--- config.mk ---
export PLATFORM = sky130hd
export DESIGN_NAME = adc_seq_ctrl
export DESIGN_NICKNAME = d
export VERILOG_FILES = /design/src/rtl/adc_seq_pkg.sv /design/src/rtl/adc_sel_shadow.sv /design/src/rtl/adc_sar_reg.sv /design/src/rtl/adc_seq_ctrl.sv
export SDC_FILE = /design/constraint.sdc
export NUM_CORES = 1
export LEC_CHECK = 0
export CAP_MARGIN = 10
export CORE_MARGIN = 2
export CORE_UTILIZATION = 45
export CTS_CLUSTER_DIAMETER = 40
export DETAILED_ROUTE_END_ITERATION = 10
export GPL_TIMING_DRIVEN = 0
export PLACE_DENSITY = 0.74
export SLEW_MARGIN = 20
export SYNTH_ARGS = -nofsm -noshare
export SYNTH_HDL_FRONTEND = slang
export SYNTH_SLANG_ARGS = --single-unit
export TNS_END_PERCENT = 10
--- constraint.sdc ---
create_clock -name clk -period 3.34 [get_ports clk]
set_input_delay 0.668 -clock clk [delete_from_list [all_inputs] [get_ports clk]]
set_output_delay 0.668 -clock clk [all_outputs]
set_load 0.01 [all_outputs]
--- src/rtl/adc_seq_pkg.sv ---
package adc_seq_pkg;
    typedef enum logic [2:0] {
        ST_IDLE,
        ST_ARM,
        ST_ACQ,
        ST_CONV,
        ST_CMPL
    } seq_state_t;
endpackage

--- src/rtl/adc_sel_shadow.sv ---
module adc_sel_shadow #(
    parameter int SEL_W = 7
) (
    input  logic             clk,
    input  logic             rst_n,
    input  logic             wr,
    input  logic [SEL_W-1:0] wdata,
    input  logic             track,
    output logic [SEL_W-1:0] active
);
    logic [SEL_W-1:0] stage_q;

    always_ff @(posedge clk) begin
        if (!rst_n) begin
            stage_q <= '0;
        end else if (wr) begin
            stage_q <= wdata;
        end
    end

    always_ff @(posedge clk) begin
        if (!rst_n) begin
            active <= '0;
        end else if (track) begin
            active <= stage_q;
        end
    end

    AST_SEL_FOLLOW: assert property (@(posedge clk) disable iff (!rst_n)
        track |=> (active == $past(stage_q)));
    AST_SEL_FROZEN: assert property (@(posedge clk) disable iff (!rst_n)
        !track |=> $stable(active));
endmodule

--- src/rtl/adc_sar_reg.sv ---
module adc_sar_reg #(
    parameter int RES_W = 10
) (
    input  logic             clk,
    input  logic             rst_n,
    input  logic             init,
    input  logic             decide,
    input  logic             finish,
    input  logic             cmp_in,
    output logic [RES_W-1:0] trial,
    output logic [RES_W-1:0] result
);
    localparam logic [RES_W-1:0] TOP_BIT = {1'b1, {(RES_W-1){1'b0}}};

    logic [RES_W-1:0] acc_q;
    logic [RES_W-1:0] mask_q;

    assign trial = acc_q | mask_q;

    always_ff @(posedge clk) begin
        if (!rst_n) begin
            acc_q  <= '0;
            mask_q <= TOP_BIT;
        end else if (init) begin
            acc_q  <= '0;
            mask_q <= TOP_BIT;
        end else if (decide) begin
            if (cmp_in) begin
                acc_q <= acc_q | mask_q;
            end
            mask_q <= mask_q >> 1;
        end
    end

    always_ff @(posedge clk) begin
        if (!rst_n) begin
            result <= '0;
        end else if (finish) begin
            result <= cmp_in ? (acc_q | mask_q) : acc_q;
        end
    end

    AST_TRIAL_KEEP: assert property (@(posedge clk) disable iff (!rst_n)
        (decide && cmp_in) |=> ((trial & $past(mask_q)) != '0));
    AST_TRIAL_DROP: assert property (@(posedge clk) disable iff (!rst_n)
        (decide && !cmp_in) |=> ((trial & $past(mask_q)) == '0));
    AST_RESULT_HOLD: assert property (@(posedge clk) disable iff (!rst_n)
        !finish |=> $stable(result));
endmodule

--- src/rtl/adc_seq_ctrl.sv ---
module adc_seq_ctrl
    import adc_seq_pkg::*;
#(
    parameter int RES_W      = 10,
    parameter int SEL_W      = 7,
    parameter int HOLD_FIRST = 27,
    parameter int HOLD_NORM  = 3,
    parameter int HOLD_AUTO  = 4
) (
    input  logic             clk,
    input  logic             rst_n,
    input  logic             en,
    input  logic             auto_mode,
    input  logic             start_pulse,
    input  logic             trig_pulse,
    input  logic             sel_wr,
    input  logic [SEL_W-1:0] sel_wdata,
    input  logic             flag_clr,
    input  logic             cmp_in,
    output logic             adc_clk,
    output logic [SEL_W-1:0] sel_active,
    output logic             sh_hold,
    output logic [RES_W-1:0] sar_trial,
    output logic             busy,
    output logic             conv_done,
    output logic             cmpl_flag,
    output logic [RES_W-1:0] result
);
    localparam int CONV_SPAN = 2 * RES_W;
    localparam int CNT_W     = $clog2(HOLD_FIRST + CONV_SPAN + 4);

    seq_state_t       st, nxt;
    logic             ph;
    logic             first_pend;
    logic [CNT_W-1:0] h;
    logic [CNT_W-1:0] hold_r;
    logic [CNT_W-1:0] rel;
    logic             start_req;
    logic             last_dec;
    logic             track;
    logic             sar_init;
    logic             sar_dec;
    logic             sar_fin;

    assign start_req = en && (start_pulse || (auto_mode && trig_pulse));
    assign rel       = h - hold_r;
    assign last_dec  = (st == ST_CONV) && (rel == CNT_W'(CONV_SPAN));
    assign adc_clk   = ~ph;

    // Next-state logic
    always_comb begin
        nxt = st;
        unique case (st)
            ST_IDLE: if (start_req) nxt = ST_ARM;
            ST_ARM:  if (ph) nxt = ST_ACQ;
            ST_ACQ:  if (h == hold_r) nxt = ST_CONV;
            ST_CONV: if (last_dec) nxt = ST_CMPL;
            ST_CMPL: if (rel == CNT_W'(CONV_SPAN + 2)) nxt = ST_IDLE;
            default: nxt = ST_IDLE;
        endcase
        if (!en) nxt = ST_IDLE;
    end

    // State register
    always_ff @(posedge clk) begin
        if (!rst_n) st <= ST_IDLE;
        else        st <= nxt;
    end

    // Phase, position counter, conversion kind
    always_ff @(posedge clk) begin
        if (!rst_n) begin
            ph         <= 1'b0;
            h          <= '0;
            hold_r     <= CNT_W'(HOLD_FIRST);
            first_pend <= 1'b1;
        end else begin
            ph <= ~ph;
            if (st == ST_IDLE || st == ST_ARM) h <= '0;
            else                               h <= h + 1'b1;
            if (st == ST_IDLE && start_req) begin
                if (first_pend)       hold_r <= CNT_W'(HOLD_FIRST);
                else if (start_pulse) hold_r <= CNT_W'(HOLD_NORM);
                else                  hold_r <= CNT_W'(HOLD_AUTO);
            end
            if (!en)                           first_pend <= 1'b1;
            else if (st == ST_ARM && ph)       first_pend <= 1'b0;
        end
    end

    // Completion flag
    always_ff @(posedge clk) begin
        if (!rst_n)                        cmpl_flag <= 1'b0;
        else if (last_dec && en)           cmpl_flag <= 1'b1;
        else if (flag_clr)                 cmpl_flag <= 1'b0;
    end

    // Moore outputs
    always_comb begin
        busy      = (st != ST_IDLE);
        conv_done = (st == ST_CMPL);
        sh_hold   = (st == ST_ACQ) && (h == hold_r);
        track     = (st == ST_IDLE) || (st == ST_ARM) || (st == ST_CMPL);
        sar_init  = (st == ST_ARM);
        sar_dec   = (st == ST_CONV) && !rel[0];
        sar_fin   = last_dec && en;
    end

    adc_sel_shadow #(.SEL_W(SEL_W)) u_shadow (
        .clk    (clk),
        .rst_n  (rst_n),
        .wr     (sel_wr),
        .wdata  (sel_wdata),
        .track  (track),
        .active (sel_active)
    );

    adc_sar_reg #(.RES_W(RES_W)) u_sar (
        .clk    (clk),
        .rst_n  (rst_n),
        .init   (sar_init),
        .decide (sar_dec),
        .finish (sar_fin),
        .cmp_in (cmp_in),
        .trial  (sar_trial),
        .result (result)
    );

    AST_START_EDGE: assert property (@(posedge clk) disable iff (!rst_n)
        (st == ST_ACQ && h == '0) |-> adc_clk);
    AST_ABORT_IDLE: assert property (@(posedge clk) disable iff (!rst_n)
        !en |=> !busy);
    AST_DONE_RISE: assert property (@(posedge clk) disable iff (!rst_n)
        $rose(conv_done) |=> conv_done);
    AST_DONE_SPAN: assert property (@(posedge clk) disable iff (!rst_n)
        (conv_done && $past(conv_done)) |=> !conv_done);
    AST_FLAG_ON_DONE: assert property (@(posedge clk) disable iff (!rst_n)
        $rose(conv_done) |-> cmpl_flag);
    AST_BUSY_HOLD: assert property (@(posedge clk) disable iff (!rst_n)
        (busy && !conv_done && en) |=> busy);
endmodule

==> results of run 1 <==
-- layer usage --
| layer | share of wire | GRT usage | up-vias |
|---|---|---|---|
| li1 | - | - | 1081 |
| met1 | 0.46 | 0.2264 | 980 |
| met2 | 0.49 | 0.3256 | 34 |
| met3 | 0.041 | 0.07727 | 4 |
| met4 | 0.0088 | 0.05690 | 0 |
| met5 | 0 | 0 | - |
-- synth_stat cells (all sizes together) --
| cell type | number | area (um^2) |
|---|---|---|
| nand3b | 1 | 7.510 |
| nor3b | 3 | 22.52 |
| o22ai | 1 | 6.260 |
| nand2b | 3 | 18.77 |
| nor2b | 9 | 56.30 |
| ha | 6 | 75.07 |
| or2 | 11 | 68.82 |
| and2b | 1 | 7.510 |
| o21a | 2 | 15.01 |
| buf | 1 | 11.26 |
| nand3 | 5 | 30.03 |
| inv | 7 | 26.28 |
| a21oi | 25 | 125.1 |
| o21ai | 3 | 15.01 |
| xor2 | 3 | 26.28 |
| a21boi | 8 | 60.06 |
| a21o | 12 | 90.09 |
| and2 | 2 | 12.51 |
| nor4 | 1 | 6.260 |
| nor2 | 20 | 75.07 |
| nand2 | 60 | 225.2 |
| o221a | 1 | 11.26 |
| dfxtp | 59 | 1181 |
| a211oi | 2 | 15.01 |
| nor3 | 3 | 15.01 |
| xnor2 | 2 | 17.52 |
| and3 | 3 | 18.77 |
| clkbuf | 13 | 48.80 |
| or3 | 2 | 17.52 |
| nand4 | 1 | 6.260 |
| o31ai | 2 | 28.78 |
| mux2i | 18 | 180.2 |
-- power breakdown --
group          total [uW]  switching (uW)  leakage, uW  internal (uW)
clock network         691             253     0.000104            437
registers             719            5.42     0.000478            714
logic                76.4            37.1     0.000816           39.3
-- worst min-delay path by stage --
stage / start / endpoint / slack (ns) / cells past startpoint
2_1_floorplan: h[0] / h[0] / 0.43 / 1
3_3_place_gp: h[0] / h[0] / 0.44 / 1
3_5_place_dp: u_sar.result[8] / u_sar.result[8] / 0.46 / 2
4_1_cts: u_sar.result[8] / u_sar.result[8] / 0.46 / 2
5_1_grt: u_sar.result[8] / u_sar.result[8] / 0.48 / 2
6_report: u_sar.result[8] / u_sar.result[8] / 0.46 / 2
-- state kept, by name (all words and copies together), names as in the netlist --
register,cells
first_pend,1
u_sar.result,10
ph,1
u_sar.mask_q,10
cmpl_flag,1
st,3
u_shadow.stage_q,7
h,6
u_shadow.active,7
hold_r,3
u_sar.acc_q,10
-- cell type report --
class	instances	area [um^2]	area share
buffer	14	60.06	0.01831
clock buffer	13	148.9	0.04539
clock inverter	2	60.06	0.01831
inverter	7	26.28	0.008009
multi-input combinational	210	1254	0.3821
sequential	59	1181	0.3600
tap	72	90.09	0.02746
timing repair buffer	46	460.4	0.1404
-- logic make-up (layout without fill, tap and decap cells) --
logic type | count (synthesis) | in the layout
AND/OR/NAND/NOR | 125 | 125
multiplexers | 18 | 18
AO/OA/AOI/OAI | 56 | 56
XOR/XNOR | 5 | 5
adder cells (fa/ha/maj) | 6 | 6
flip-flops | 59 | 59
buffers and inverters | 21 | 82
-- stage by stage --
step	total power, uW	cell area (um^2)	hold slack [ns]
final	1486	3281	0.4589
after global routing	1540	3281	0.4825
after CTS	1506	3281	0.4645
after detailed placement	812.1	3072	0.4561
after global placement	811.0	3072	0.4418
after floorplan	773.1	2521	0.4256
-- worst min-delay path, stage by stage, from the launching register on --
cell and delay (ns):
dfxtp_1 0.31, nand2_1 0.05, mux2i_1 0.05
==> qor.tcl, run 1 <==
set qor(initial_antenna_violation_count) 0
set qor(timing.final.ws_setup_ns) 0.3767
set qor(r2r_slack_ns) 1.31
set qor(unrepaired_setup_endpoints_after_global_routing) {no}
set qor(areaGrowthSynthToFinish_pct) 30.12
set qor(die_x_um) 78.85
set qor(ctsResizeCount) 0
set qor(synth_nets) 312
set qor(final.fill_count) 524
set qor(yosys-mux-area-fraction) 0.07146
set qor(drtIter0Drc) 105
set qor(numPortBuffers) 46
set qor(max-cap-violations) 0
set qor(layout.core_utilization) 0.5995
set qor(die_area_um2) 6217
set qor(netlist_area_before_placement_um2) 2521
set qor(worst_r2r_endpoint) {u_sar.result[0]}
set qor(clock_insertion_delay_at_the_later_pin_of_the_skew_report_ns) 0.33
set qor(vias) 2099
set qor(power.density_nw_per_um2) 453.1
set qor(layout_common_cells) {nand2_1, dfxtp_1, clkdlybuf4s50_1, a21oi_1, nor2_1}
set qor(synthesis.yosys.warnings) 0
set qor(number_of_nets_in_the_finished_design) 369
set qor(critPathKind) {flop to primary output}
set qor(grt.total_usage) 0.1929
set qor(floorplan.die.height_um) 78.85
set qor(final_min_period_over_clock_period) 0.8872
set qor(cp-startpoint) {hold_r[3]}
set qor(clock-sinks) 59
set qor(synth.yosys.seq_area_share) 0.4685
set qor(min_path_type) {flop to flop}
set qor(routed_wl_um) 5336
set qor(reg2reg_depth) 8
set qor(grt_max_degree) 11
set qor(timing.critical_path.slowest_cell_delay_ns) 0.57
set qor(irDropWorstVdd_uv) 340.5
set qor(cts-buffers-inserted) 9
set qor(cts_tree) {yes}
set qor(clk_transition_reported_paths_ns) 0.06
set qor(antenna_cells_inserted) 0
set qor(register_bit_count_reported_by_yosys) 59
set qor(initial_utilization) 0.4607
set qor(relSlewSlack) 0.5855
set qor(stdcell_count) 423
set qor(route.detailed.drc) 0
set qor(synthXorXnorAreaFrac) 0.01737
set qor(layout_commonest_cell) {nand2_1}
set qor(final-max-slew-violation-count) 0
set qor(synthesized_area_fraction_occupied_by_ao_oa_aoi_and_oai_cells) 0.1454
set qor(cpMaxStageDelayCell) {clkdlybuf4s50_1}
set qor(post_cts_buffers) 0
set qor(finalHoldViolations) 0
set qor(grt-ovfl-total) 0
set qor(fin_crit_ns) 2.963
set qor(critical_path.max_fanout) 4
set qor(routed_wire_length_per_instance_um) 12.61
set qor(critical_path.endpoint_type) {primary output}
set qor(main_combinational_cell_family_by_area_after_synthesis) {simple AND/OR/NAND/NOR gates}
set qor(clock-skew-final_ns) 0.004271
set qor(crit-reg2reg-launch) {hold_r[1]}
set qor(core.rowCount) 27
set qor(cpLargestDelayFamily) {buffers and inverters}
set qor(drt-vias-per-instance) 4.962
set qor(crit_arrival_ns) 2.30
set qor(endpoint) {sh_hold}
set qor(grt_pass1_wl_um) 9259
set qor(cts-hold-fix-buffers) 0
set qor(power_leakage_uw) 0.001398
set qor(ys_types) 37
set qor(drive_gt1_frac) 0.07977
set qor(max_clock_freq_mhz) 337.5
set qor(timing.critical_path.required_ns) 2.67
set qor(run_status) {complete, no violations}
set qor(synth_area_in_simple_gates) 0.2333
set qor(h_tree_depth) 3
set qor(design.portCount) 48
set qor(detailedPlace.worstSlack_ns) 0.7159
set qor(dpl.cell_count) 408
set qor(cp_num_cells) 6
set qor(final_antenna_net_count) 0
set qor(post_synth_inst_count) 290
set qor(gp_congestion) 0.7708
set qor(critical_path.n_buffers_inverters) 2
set qor(via_count_of_the_first_global_routing_pass) 2059
set qor(synth_adder_area_share) 0.02978
set qor(cts-root-to-sink-buffers) 2
set qor(worstMarginPinSlew_ns) 0.6217
set qor(design.core.area_um2) 5473
set qor(detailedPlacementHpwl_um) 3802
set qor(cts-root-buf) {clkbuf_8}
set qor(setup.worst_path.start_class) {flop}
set qor(1st_pass_router_iterations) 4
set qor(avgSynthCellArea_um2) 8.694
set qor(crit_path_cell_trace) {inv_1 -> ha_1 -> nand4_1 -> nor3b_1 -> nor3b_1 -> clkdlybuf4s50_1}
set qor(critical_path.most_common_cell) {nor3b_1}
set qor(setup_tns_ns) 0
set qor(timing.final.setup_violations) 0
(Power assumes the default switching activity.)
==> run 2, diff against run 1 <==
Settings changed: TNS_END_PERCENT 10 to unset.
==> results of run 2 <==
No change in the layout: final DEF, timing and power equal those of run 1.
==> run 3, diff against run 2 <==
Settings changed: CELL_PAD_IN_SITES_DETAIL_PLACEMENT set to 0, CELL_PAD_IN_SITES_GLOBAL_PLACEMENT set to 1, CORE_ASPECT_RATIO set to 0.7, CORE_UTILIZATION 45 to 41, PLACE_DENSITY 0.74 to 0.86.
==> qor.tcl, run 3 (same netlist as run 1, synthesis figures left out) <==
set qor(finalHoldViolations) 0 ;# unchanged
set qor(clk_transition_reported_paths_ns) 0.07 ;# was 0.06 ns
set qor(final_min_period_over_clock_period) 0.8904 ;# was 0.8872
set qor(fin_crit_ns) 2.974 ;# was 2.963 ns
set qor(irDropWorstVdd_uv) 292.7 ;# was 340.5 uV
set qor(layout_commonest_cell) {nand2_1} ;# unchanged
set qor(timing.final.setup_violations) 0 ;# unchanged
set qor(timing.critical_path.required_ns) 2.67 ;# about the same
set qor(clock-skew-final_ns) 0.009264 ;# was 0.004271 ns
set qor(reg_top3) {u_sar.acc_q (10), u_sar.mask_q (10), u_sar.result (10)} ;# unchanged
set qor(post_cts_buffers) 0 ;# unchanged
set qor(drt-vias-per-instance) 4.892 ;# was 4.962
set qor(critPathKind) {flop to primary output} ;# unchanged
set qor(number_of_nets_in_the_finished_design) 369 ;# unchanged
set qor(drive_gt1_frac) 0.09091 ;# was 0.07977
set qor(setup_tns_ns) 0 ;# unchanged
set qor(route.detailed.drc) 0 ;# unchanged
set qor(clock_insertion_delay_at_the_later_pin_of_the_skew_report_ns) 0.34 ;# was 0.33 ns
set qor(relSlewSlack) 0.5935 ;# was 0.5855
set qor(core.rowCount) 23 ;# was 27
set qor(grt.total_usage) 0.1747 ;# was 0.1929
set qor(final-max-slew-violation-count) 0 ;# unchanged
set qor(critical_path.endpoint_type) {primary output} ;# unchanged
set qor(design.portCount) 48 ;# unchanged
set qor(crit_path_cell_trace) {inv_1 -> ha_1 -> nand4_1 -> nor3b_1 -> nor3b_1 -> clkdlybuf4s50_1} ;# unchanged
set qor(max_clock_freq_mhz) 336.2 ;# was 337.5 MHz
set qor(grt_pass1_wl_um) 9473 ;# was 9259 um
set qor(via_count_of_the_first_global_routing_pass) 1988 ;# was 2059
set qor(critical_path.most_common_cell) {nor3b_1} ;# unchanged
set qor(clock-sinks) 59 ;# unchanged
set qor(timing.final.ws_setup_ns) 0.3660 ;# was 0.3767 ns
set qor(final_antenna_net_count) 0 ;# unchanged
set qor(design.core.area_um2) 5842 ;# was 5473 um^2
set qor(timing.critical_path.slowest_cell_delay_ns) 0.58 ;# was 0.57 ns
set qor(grt_max_degree) 11 ;# unchanged
set qor(crit_arrival_ns) 2.31 ;# was 2.30 ns
set qor(die_x_um) 97.73 ;# was 78.85 um
set qor(initial_utilization) 0.4316 ;# was 0.4607
set qor(power.density_nw_per_um2) 451.5 ;# was 453.1 nW/um^2
set qor(areaGrowthSynthToFinish_pct) 30.42 ;# was 30.12%
set qor(detailedPlacementHpwl_um) 3902 ;# was 3802 um
set qor(gp_congestion) 0.7943 ;# was 0.7708
set qor(1st_pass_router_iterations) 4 ;# unchanged
set qor(cts-buffers-inserted) 9 ;# unchanged
set qor(floorplan.die.height_um) 69.61 ;# was 78.85 um
set qor(cts-hold-fix-buffers) 0 ;# unchanged
set qor(cts_tree) {yes} ;# unchanged
set qor(min_path_type) {flop to flop} ;# unchanged
set qor(top_layer_used) {met4} ;# unchanged
set qor(antenna_cells_inserted) 0 ;# unchanged
set qor(timing.hold.ws_ns) 0.4603 ;# was 0.4589 ns
set qor(ctsResizeCount) 0 ;# unchanged
set qor(routed-wl-met3_um) 302 ;# was 219 um
set qor(cts-root-buf) {clkbuf_8} ;# unchanged
set qor(vias) 2089 ;# was 2099
set qor(max-cap-violations) 0 ;# unchanged
set qor(die_area_um2) 6803 ;# was 6217 um^2
set qor(h_tree_depth) 3 ;# unchanged
set qor(cpMaxStageDelayCell) {clkdlybuf4s50_1} ;# unchanged
set qor(detail_route.wirelength.met1_um) 2960 ;# was 2430 um
set qor(grt-ovfl-total) 0 ;# unchanged
set qor(detailedPlace.worstSlack_ns) 0.7217 ;# was 0.7159 ns
set qor(initial_antenna_violation_count) 0 ;# unchanged
set qor(run_status) {complete, no violations} ;# unchanged
set qor(power_leakage_uw) 0.001403 ;# was 0.001398 uW
set qor(amount_of_wire_on_met2_after_detailed_routing_um) 2210 ;# was 2639 um
set qor(critical_path.max_fanout) 4 ;# unchanged
set qor(layout_common_cells) {nand2_1, dfxtp_1, clkdlybuf4s50_1, a21oi_1, nor2_1} ;# unchanged
set qor(numPortBuffers) 46 ;# unchanged
set qor(unrepaired_setup_endpoints_after_global_routing) {no} ;# unchanged
set qor(routed_wl_um) 5526 ;# was 5336 um
set qor(worstMarginPinSlew_ns) 0.6097 ;# was 0.6217 ns
set qor(setup.worst_path.start_class) {flop} ;# unchanged
set qor(routed_wire_length_per_instance_um) 12.94 ;# was 12.61 um
set qor(cts-root-to-sink-buffers) 2 ;# unchanged
set qor(drtIter0Drc) 113 ;# was 105
-- run 3: worst paths after layout --
path	from	to	slack [ns]	cells after the start
max reg2reg	hold_r[1]	u_sar.result[7]	1.32	8
max	hold_r[3]	sh_hold	0.37	6
min	u_shadow.stage_q[2]	u_shadow.active[2]	0.46	2
min reg2reg	u_shadow.stage_q[2]	u_shadow.active[2]	0.46	2
-- run 3: per-layer routing --
layer,GRT usage,vias up
met5,0,-
met3,0.06048,9
met4,0.05556,0
met2,0.2536,42
met1,0.2436,947
li1,-,1091
-- run 3: cell type report --
cell class | instances | area, um^2
inverter | 7 | 26.28
tap | 75 | 93.84
multi-input combinational | 210 | 1254
sequential | 59 | 1181
clock buffer | 12 | 165.2
timing repair buffer | 46 | 460.4
clock inverter | 4 | 47.55
buffer | 14 | 60.06
fill | 548 | 2554
-- run 3: through the flow --
step | cell area, um^2 | std cells | power, uW | utilization
detailed placement | 3075 | 411 | 812.5 | 0.5265
global route | 3288 | 427 | 1537 | 0.5629
finish | 3288 | 427 | 1485 | 0.5629
floorplan | 2521 | 290 | 773.1 | -
global placement | 3075 | 411 | 812.4 | 0.5265
CTS | 3288 | 427 | 1495 | 0.5629
-- run 3: worst max-delay path, delay by kind of cell, from the launching register on --
kind	cells	cell delay (ns)
fa+ha+maj	1	0.37
buf+inv	2	0.65
flops	1	0.34
simple gates	3	0.61
-- run 3: power breakdown --
group	leakage [uW]	switching (uW)	total, uW	internal (uW)
Sequential	0.000478	5.45	719	714
Clock	0.000108	285	688	403
Combinational	0.000816	38.2	77.5	39.3
